File: src/rtl/tri_timer_pkg.sv
package tri_timer_pkg;
  localparam int unsigned REG_SEL_W = 2;
  localparam logic [REG_SEL_W-1:0] REG_RELOAD = 2'd0;
  localparam logic [REG_SEL_W-1:0] REG_COUNT  = 2'd1;
  localparam logic [REG_SEL_W-1:0] REG_CTRL   = 2'd2;
  localparam int unsigned CTRL_W = 4;

  typedef struct packed {
    logic gate_ign;
    logic ext_sel;
    logic cont;
    logic en;
  } tmr_ctrl_t;
endpackage

File: src/rtl/tmr_edge_sync.sv
module tmr_edge_sync (
  input  logic clk_i,
  input  logic rst_ni,
  input  logic async_i,
  output logic rise_o
);
  logic s1_q, s2_q, prev_q;

  always_ff @(posedge clk_i or negedge rst_ni) begin
    if (!rst_ni) begin
      s1_q   <= 1'b0;
      s2_q   <= 1'b0;
      prev_q <= 1'b0;
    end else begin
      s1_q   <= async_i;
      s2_q   <= s1_q;
      prev_q <= s2_q;
    end
  end

  assign rise_o = s2_q & ~prev_q;
endmodule

File: src/rtl/tmr_channel.sv
module tmr_channel #(
  parameter int unsigned CNT_W = 16
) (
  input  logic             clk_i,
  input  logic             rst_ni,
  input  logic             load_i,
  input  logic             stop_i,
  input  logic             step_i,
  input  logic             cont_i,
  input  logic [CNT_W-1:0] reload_i,
  output logic [CNT_W-1:0] count_o,
  output logic             run_o,
  output logic             irq_o
);
  logic [CNT_W-1:0] count_q;
  logic             run_q, irq_q;
  logic             term_w;

  // reload 0 behaves as 1: terminal on the step taken at 1 or 0
  assign term_w = (count_q <= CNT_W'(1));

  always_ff @(posedge clk_i or negedge rst_ni) begin
    if (!rst_ni) begin
      count_q <= '0;
      run_q   <= 1'b0;
      irq_q   <= 1'b0;
    end else if (load_i) begin
      count_q <= reload_i;
      run_q   <= 1'b1;
      irq_q   <= 1'b0;
    end else if (stop_i) begin
      run_q   <= 1'b0;
      irq_q   <= 1'b0;
    end else if (run_q && step_i) begin
      irq_q <= term_w;
      if (!term_w) begin
        count_q <= count_q - CNT_W'(1);
      end else if (cont_i) begin
        count_q <= reload_i;
      end else begin
        count_q <= '0;
        run_q   <= 1'b0;
      end
    end else begin
      irq_q <= 1'b0;
    end
  end

  assign count_o = count_q;
  assign run_o   = run_q;
  assign irq_o   = irq_q;
endmodule

File: src/rtl/tri_timer.sv
module tri_timer
  import tri_timer_pkg::*;
#(
  parameter int unsigned CNT_W  = 16,
  parameter int unsigned DATA_W = 32
) (
  input  logic              clk_i,
  input  logic              rst_ni,
  input  logic [3:0]        addr_i,
  input  logic              wr_en_i,
  input  logic [DATA_W-1:0] wr_data_i,
  input  logic              rd_en_i,
  output logic [DATA_W-1:0] rd_data_o,
  input  logic [2:0]        ext_clk_i,
  input  logic [2:0]        gate_i,
  output logic              irq_slice_o,
  output logic              irq_gc_o,
  output logic              irq_gp_o
);
  localparam int unsigned N_CH = 3;

  logic [1:0]           ch_sel;
  logic [REG_SEL_W-1:0] reg_sel;
  assign ch_sel  = addr_i[3:2];
  assign reg_sel = addr_i[1:0];

  logic [N_CH-1:0][CNT_W-1:0] reload_q;
  tmr_ctrl_t [N_CH-1:0]       ctrl_q;
  logic [N_CH-1:0][CNT_W-1:0] count_w;
  logic [N_CH-1:0]            run_w, irq_w, rise_w, tick_w, step_w, cfg_wr_w, cont_w;

  logic unused_w;
  assign unused_w = ^wr_data_i[DATA_W-1:CNT_W];

  for (genvar k = 0; k < N_CH; k++) begin : g_ch
    assign cfg_wr_w[k] = wr_en_i && (ch_sel == 2'(k)) && (reg_sel == REG_CTRL);

    always_ff @(posedge clk_i or negedge rst_ni) begin
      if (!rst_ni) begin
        reload_q[k] <= '0;
        ctrl_q[k]   <= '0;
      end else begin
        if (wr_en_i && (ch_sel == 2'(k)) && (reg_sel == REG_RELOAD))
          reload_q[k] <= wr_data_i[CNT_W-1:0];
        if (cfg_wr_w[k])
          ctrl_q[k] <= tmr_ctrl_t'(wr_data_i[CTRL_W-1:0]);
      end
    end

    tmr_edge_sync u_sync (
      .clk_i   (clk_i),
      .rst_ni  (rst_ni),
      .async_i (ext_clk_i[k]),
      .rise_o  (rise_w[k])
    );

    assign tick_w[k] = ctrl_q[k].ext_sel ? rise_w[k] : 1'b1;
    assign step_w[k] = tick_w[k] & (gate_i[k] | ctrl_q[k].gate_ign);
    assign cont_w[k] = ctrl_q[k].cont;

    tmr_channel #(.CNT_W(CNT_W)) u_chan (
      .clk_i    (clk_i),
      .rst_ni   (rst_ni),
      .load_i   (cfg_wr_w[k] & wr_data_i[0]),
      .stop_i   (cfg_wr_w[k] & ~wr_data_i[0]),
      .step_i   (step_w[k]),
      .cont_i   (cont_w[k]),
      .reload_i (reload_q[k]),
      .count_o  (count_w[k]),
      .run_o    (run_w[k]),
      .irq_o    (irq_w[k])
    );
  end

  always_comb begin
    rd_data_o = '0;
    for (int k = 0; k < N_CH; k++) begin
      if (rd_en_i && (ch_sel == 2'(k))) begin
        case (reg_sel)
          REG_RELOAD: rd_data_o[CNT_W-1:0]  = reload_q[k];
          REG_COUNT:  rd_data_o[CNT_W-1:0]  = count_w[k];
          REG_CTRL:   rd_data_o[CTRL_W-1:0] = ctrl_q[k];
          default:    rd_data_o = '0;
        endcase
      end
    end
  end

  assign irq_slice_o = irq_w[0];
  assign irq_gc_o    = irq_w[1];
  assign irq_gp_o    = irq_w[2];
endmodule

File: config.mk
export PLATFORM = sky130hd
export DESIGN_NAME = tri_timer
export DESIGN_NICKNAME = d
export VERILOG_FILES = /design/src/rtl/tri_timer_pkg.sv /design/src/rtl/tmr_edge_sync.sv /design/src/rtl/tmr_channel.sv /design/src/rtl/tri_timer.sv
export SDC_FILE = /design/constraint.sdc
export NUM_CORES = 1
export LEC_CHECK = 0
export BUFFER_PORTS_ARGS = -buffer_cell sky130_fd_sc_hd__buf_4
export CORE_MARGIN = 1.5
export CORE_UTILIZATION = 40
export DETAILED_ROUTE_END_ITERATION = 8
export HOLD_SLACK_MARGIN = 0.03
export PLACE_DENSITY_LB_ADDON = 0.3
export SYNTH_ARGS = -nofsm -noshare
export SYNTH_HDL_FRONTEND = slang
export SYNTH_SLANG_ARGS = --single-unit
File: constraint.sdc
create_clock -name clk_i -period 2.7 [get_ports clk_i]
set_clock_uncertainty 0.15 [all_clocks]
set_input_delay 0.27 -clock clk_i [delete_from_list [all_inputs] [get_ports clk_i]]
set_output_delay 0.27 -clock clk_i [all_outputs]
set_load 0.005 [all_outputs]
==> summary.md <==
| Metric | Value |
|---|---|
| Status | finished, final reports clean |
| Grt total ovfl | 0 |
| Core Area | roughly 0.017 mm2 |
| Cell area after synthesis | approximately 0.0069 mm2 |
| #FFs+latches synth | around 120 |
| Root Buffer | clkbuf_16 |
| Synth-to-Final Area Change | 21.7% |
| Share of power burned in registers | between 40% and 50% |
| Register area | ~0.0031 mm2 |
| Startpoint types | register |
| Total power | between 6 and 7 mW |
| Net Sw Frac | between 30 and 40% |
| Clock transition at the registers of the reported paths | approximately 50 ps |
| DR vias/cell | between 5 and 6 |
| Worst hold margin | roughly 44 ps |
| Layout cells sized above 1 | a little under a quarter |
| MaxCap Viol Count | 0 |
| Post-synthesis cell type count | 56 |
| Crit path launch | g_ch[0].u_chan.count_o[9] |
| Placed insts | roughly 970 |
| Pre-CTS setup slack | approximately 160 ps |
| CP endpoint kind | register |
| First-pass GRT wire length | between 30000 and 40000 um |
| Yosys Warn Count | 0 |
| Fillcell total | approximately 1600 |
| Worst Setup EP | g_ch[0].u_chan.count_o[8] |
| Proportion of power drawn by combinational gates | about a quarter |
| Top Usage Layer GRT | met2 |
| Final period util | a little over nine tenths |
| RSZ-0062 raised after global routing | false |
| Largest net degree at the start of global routing | 124 |
| Fmax | 0.386 GHz |
| CTS HTree Levels | 4 |
| Initial antenna violation count | 0 |
| Met1 Use GR | between 30 and 40% |
| # DRC | 0 |
| Ys async rst share | 100% |
| Placed Area | 0.00762 mm2 |
| Main synth FF type | dfrtp_1 |
| DR WL/cell | approximately 20 um |
| Final HPWL DP | approximately 14000 um |
| Die Y | 134 um |
| DRT Pass-1 Iters | 5 |
| Final hold vios | 0 |
| Post-synth EDFFs | 0 |
| Setup Crit Path Kind | reg -> reg |
| Hold Path Class | in -> reg |
| Non-filler instance count after layout | between 1000 and 1500 |
| Tmin final | between 2000 and 3000 ps |
| Crit path max fanout | 10 |
| IO Pins | 81 |
| Post-route ant nets | 0 |
| Pint | approximately 4.5 mW |
| Clk pwr share | 32.9% |
| Initial Utilization | approximately two fifths |
| Clock sinks | approximately 120 |
| Final Setup Violations | 0 |
| Multi-input gate area | around 0.0035 mm2 |
| # port buffers | 48 |
| CP Data Required Time | between 2000 and 3000 ps |
| GRT Util Overall | a little under a quarter |
| # rows | 47 |
| Fin nets | 835 |
| Post-CTS setup buffers | 0 |
| Syn Area/Cell | roughly 10 um2 |
| Die X | approximately 130 um |
| Longest Clk Path Bufs | 2 |
| Total negative slack | 0 ps |
| Die ar. | between 0.015 and 0.02 mm2 |
| Detailed router's first-iteration violation count | approximately 500 |
| Reg2reg path depth | 5 |
| PwrDens | between 800 and 900 mW/mm2 |
| Met2 Track Usage GR | between 30 and 40% |
| Worst path arrival time | 2740 ps |
| Worst-Margin Slew | about 840 ps |
| VDD IR max | between 400 and 500 uV |
| Reg2Reg Capture Point | g_ch[0].u_chan.count_o[8] |
| Routing usage on met3 | ~3.8% |
| Clk_lat worst skew | between 400 and 500 ps |
| CTS tree | yes |
| Vias in the first global route | around 5700 |
| Via count | between 5000 and 6000 |
| Finished Core Util | between 50% and 60% |
| Gpl congestion | between 0.9 and 1 |
| Slew Limit Fails | 0 |
| Post-route design area | roughly 0.0084 mm2 |
| Drt total wl | between 15000 and 20000 um |
| CTS Buf Count | 17 |
| Reg2reg start | g_ch[0].u_chan.count_o[9] |
| Leakage power | about 3.7 nW |
| Post-route worst setup slack | about 110 ps |
| Register-to-register setup slack | about 110 ps |
| Switching power | 2.29 mW |
| Relative slew slack | 43.6% |
| Diodes inserted | 0 |
| Sequential-to-total area share from yosys stat | approximately 45% |
| Syn Inst Count | slightly below 700 |
## per-layer routing
layer	wire length (um)	vias up
met5	0	-
met2	9370	224
met1	8770	2906
li1	-	2738
met3	1100	31
met4	607	0
## how the worst min path moves through the flow
stage                              startpoint                  end  slack [ps]  cells past startpoint
after CTS                        wr_data_i[2]           ctrl_q[10]          30                      2
after floorplan                        rst_ni            cont_w[0]        -180                      0
after global routing             wr_data_i[2]         reload_q[34]          40                      2
after global placement    g_ch[1].u_sync.s1_q  g_ch[1].u_sync.s2_q         180                      0
after detailed placement  g_ch[0].u_sync.s1_q  g_ch[0].u_sync.s2_q         190                      0
final                            wr_data_i[2]         reload_q[18]          40                      2
## cells by family (layout without fill, tap and decap cells)
logic type | after synthesis | count (layout) | synth area share (%)
flops | 123 | 123 | 44.7
simple gates | 226 | 226 | 16.4
other cells | 1 | 16 | 0.0545
fa+ha+maj | 6 | 6 | 1.09
buf+inv | 63 | 150 | 4.56
mux | 98 | 98 | 15.2
compound gates | 177 | 177 | 17.9
## synth_stat cells (all sizes together) (3+ instances only)
| cell | count | area (um2) |
|---|---|---|
| or4 | 3 | 33.8 |
| nand2 | 62 | 235 |
| nor2b | 5 | 31.3 |
| clkbuf | 19 | 71.3 |
| o2111a | 5 | 56.3 |
| a22oi | 3 | 22.5 |
| o21ai | 55 | 290 |
| mux2 | 54 | 608 |
| o31ai | 3 | 63.8 |
| mux2i | 44 | 440 |
| nor4b | 3 | 32.5 |
| a211oi | 7 | 52.6 |
| ha | 6 | 75.1 |
| o22a | 12 | 105 |
| o22ai | 5 | 31.3 |
| o211ai | 19 | 143 |
| a31oi | 5 | 31.3 |
| nor3b | 3 | 22.5 |
| nor3 | 25 | 130 |
| nand4 | 6 | 37.5 |
| a221o | 9 | 90.1 |
| a32oi | 4 | 35.0 |
| nand3 | 28 | 140 |
| nor2 | 57 | 214 |
| nor4 | 5 | 46.3 |
| dfrtp | 123 | 3080 |
| inv | 16 | 60.1 |
| or3 | 13 | 92.6 |
| o311ai | 7 | 61.3 |
| a21oi | 34 | 170 |
| or2 | 3 | 18.8 |
| nand2b | 5 | 31.3 |
| buf | 28 | 183 |
| and3 | 3 | 18.8 |
## placed cells by master (no fill, tap or decap), types with 9 or more instances in the layout
cell / instances
a21oi_1: 34
a221o_1: 9
buf_4: 83
clkbuf_16: 17
conb_1: 16
dfrtp_1: 123
dlygate4sd3_1: 17
inv_1: 16
mux2_2: 54
mux2i_1: 44
nand2_1: 61
nand3_1: 28
nor2_1: 57
nor3_1: 24
o211ai_1: 19
o21ai_0: 50
o22a_1: 12
or3_1: 10
## worst max-delay path, cell delays in order, from the launching register on
cell and delay, ps:
dfrtp_1 440, or4_4 570, or4b_4 560, o21ai_4 320, o21ai_1 120, a221o_1 310
## state kept, by name, summed over array words and instances (netlist names)
signal and flops:
g_ch.u_sync.s2_q 3, g_ch.u_chan.irq_o 3, g_ch.u_sync.s1_q 3, g_ch.u_sync.prev_q 3
reload_q 48, cont_w 3, ctrl_q 9, g_ch.u_chan.run_o 3
g_ch.u_chan.count_o 48
## power by group through the flow
stage          combinational [mW]  sequential [mW]  clock (mW)
2_1_floorplan                1.24             2.63           0
3_3_place_gp                 1.71             2.77           0
6_report                     1.81             2.78        2.25
4_1_cts                      1.79             2.77        2.29
5_1_grt                      1.99             2.83        2.38
3_5_place_dp                 1.76             2.79           0
## repair_timing
item / in CTS / in global routing
hold buffers: 17 / 0
resized for setup: 0 / 0
endpoints found under the hold margin: 168 / 0
## cell type report
type	instances	share of cell area (%)
Sequential cell	123	36.7
Inverter	16	0.717
Tap cell	220	3.29
Multi-Input combinational cell	523	42.3
Clock buffer	25	5.91
Timing Repair Buffer	102	9.95
Clock inverter	7	1.05
Power figures use the tool's default switching activity.
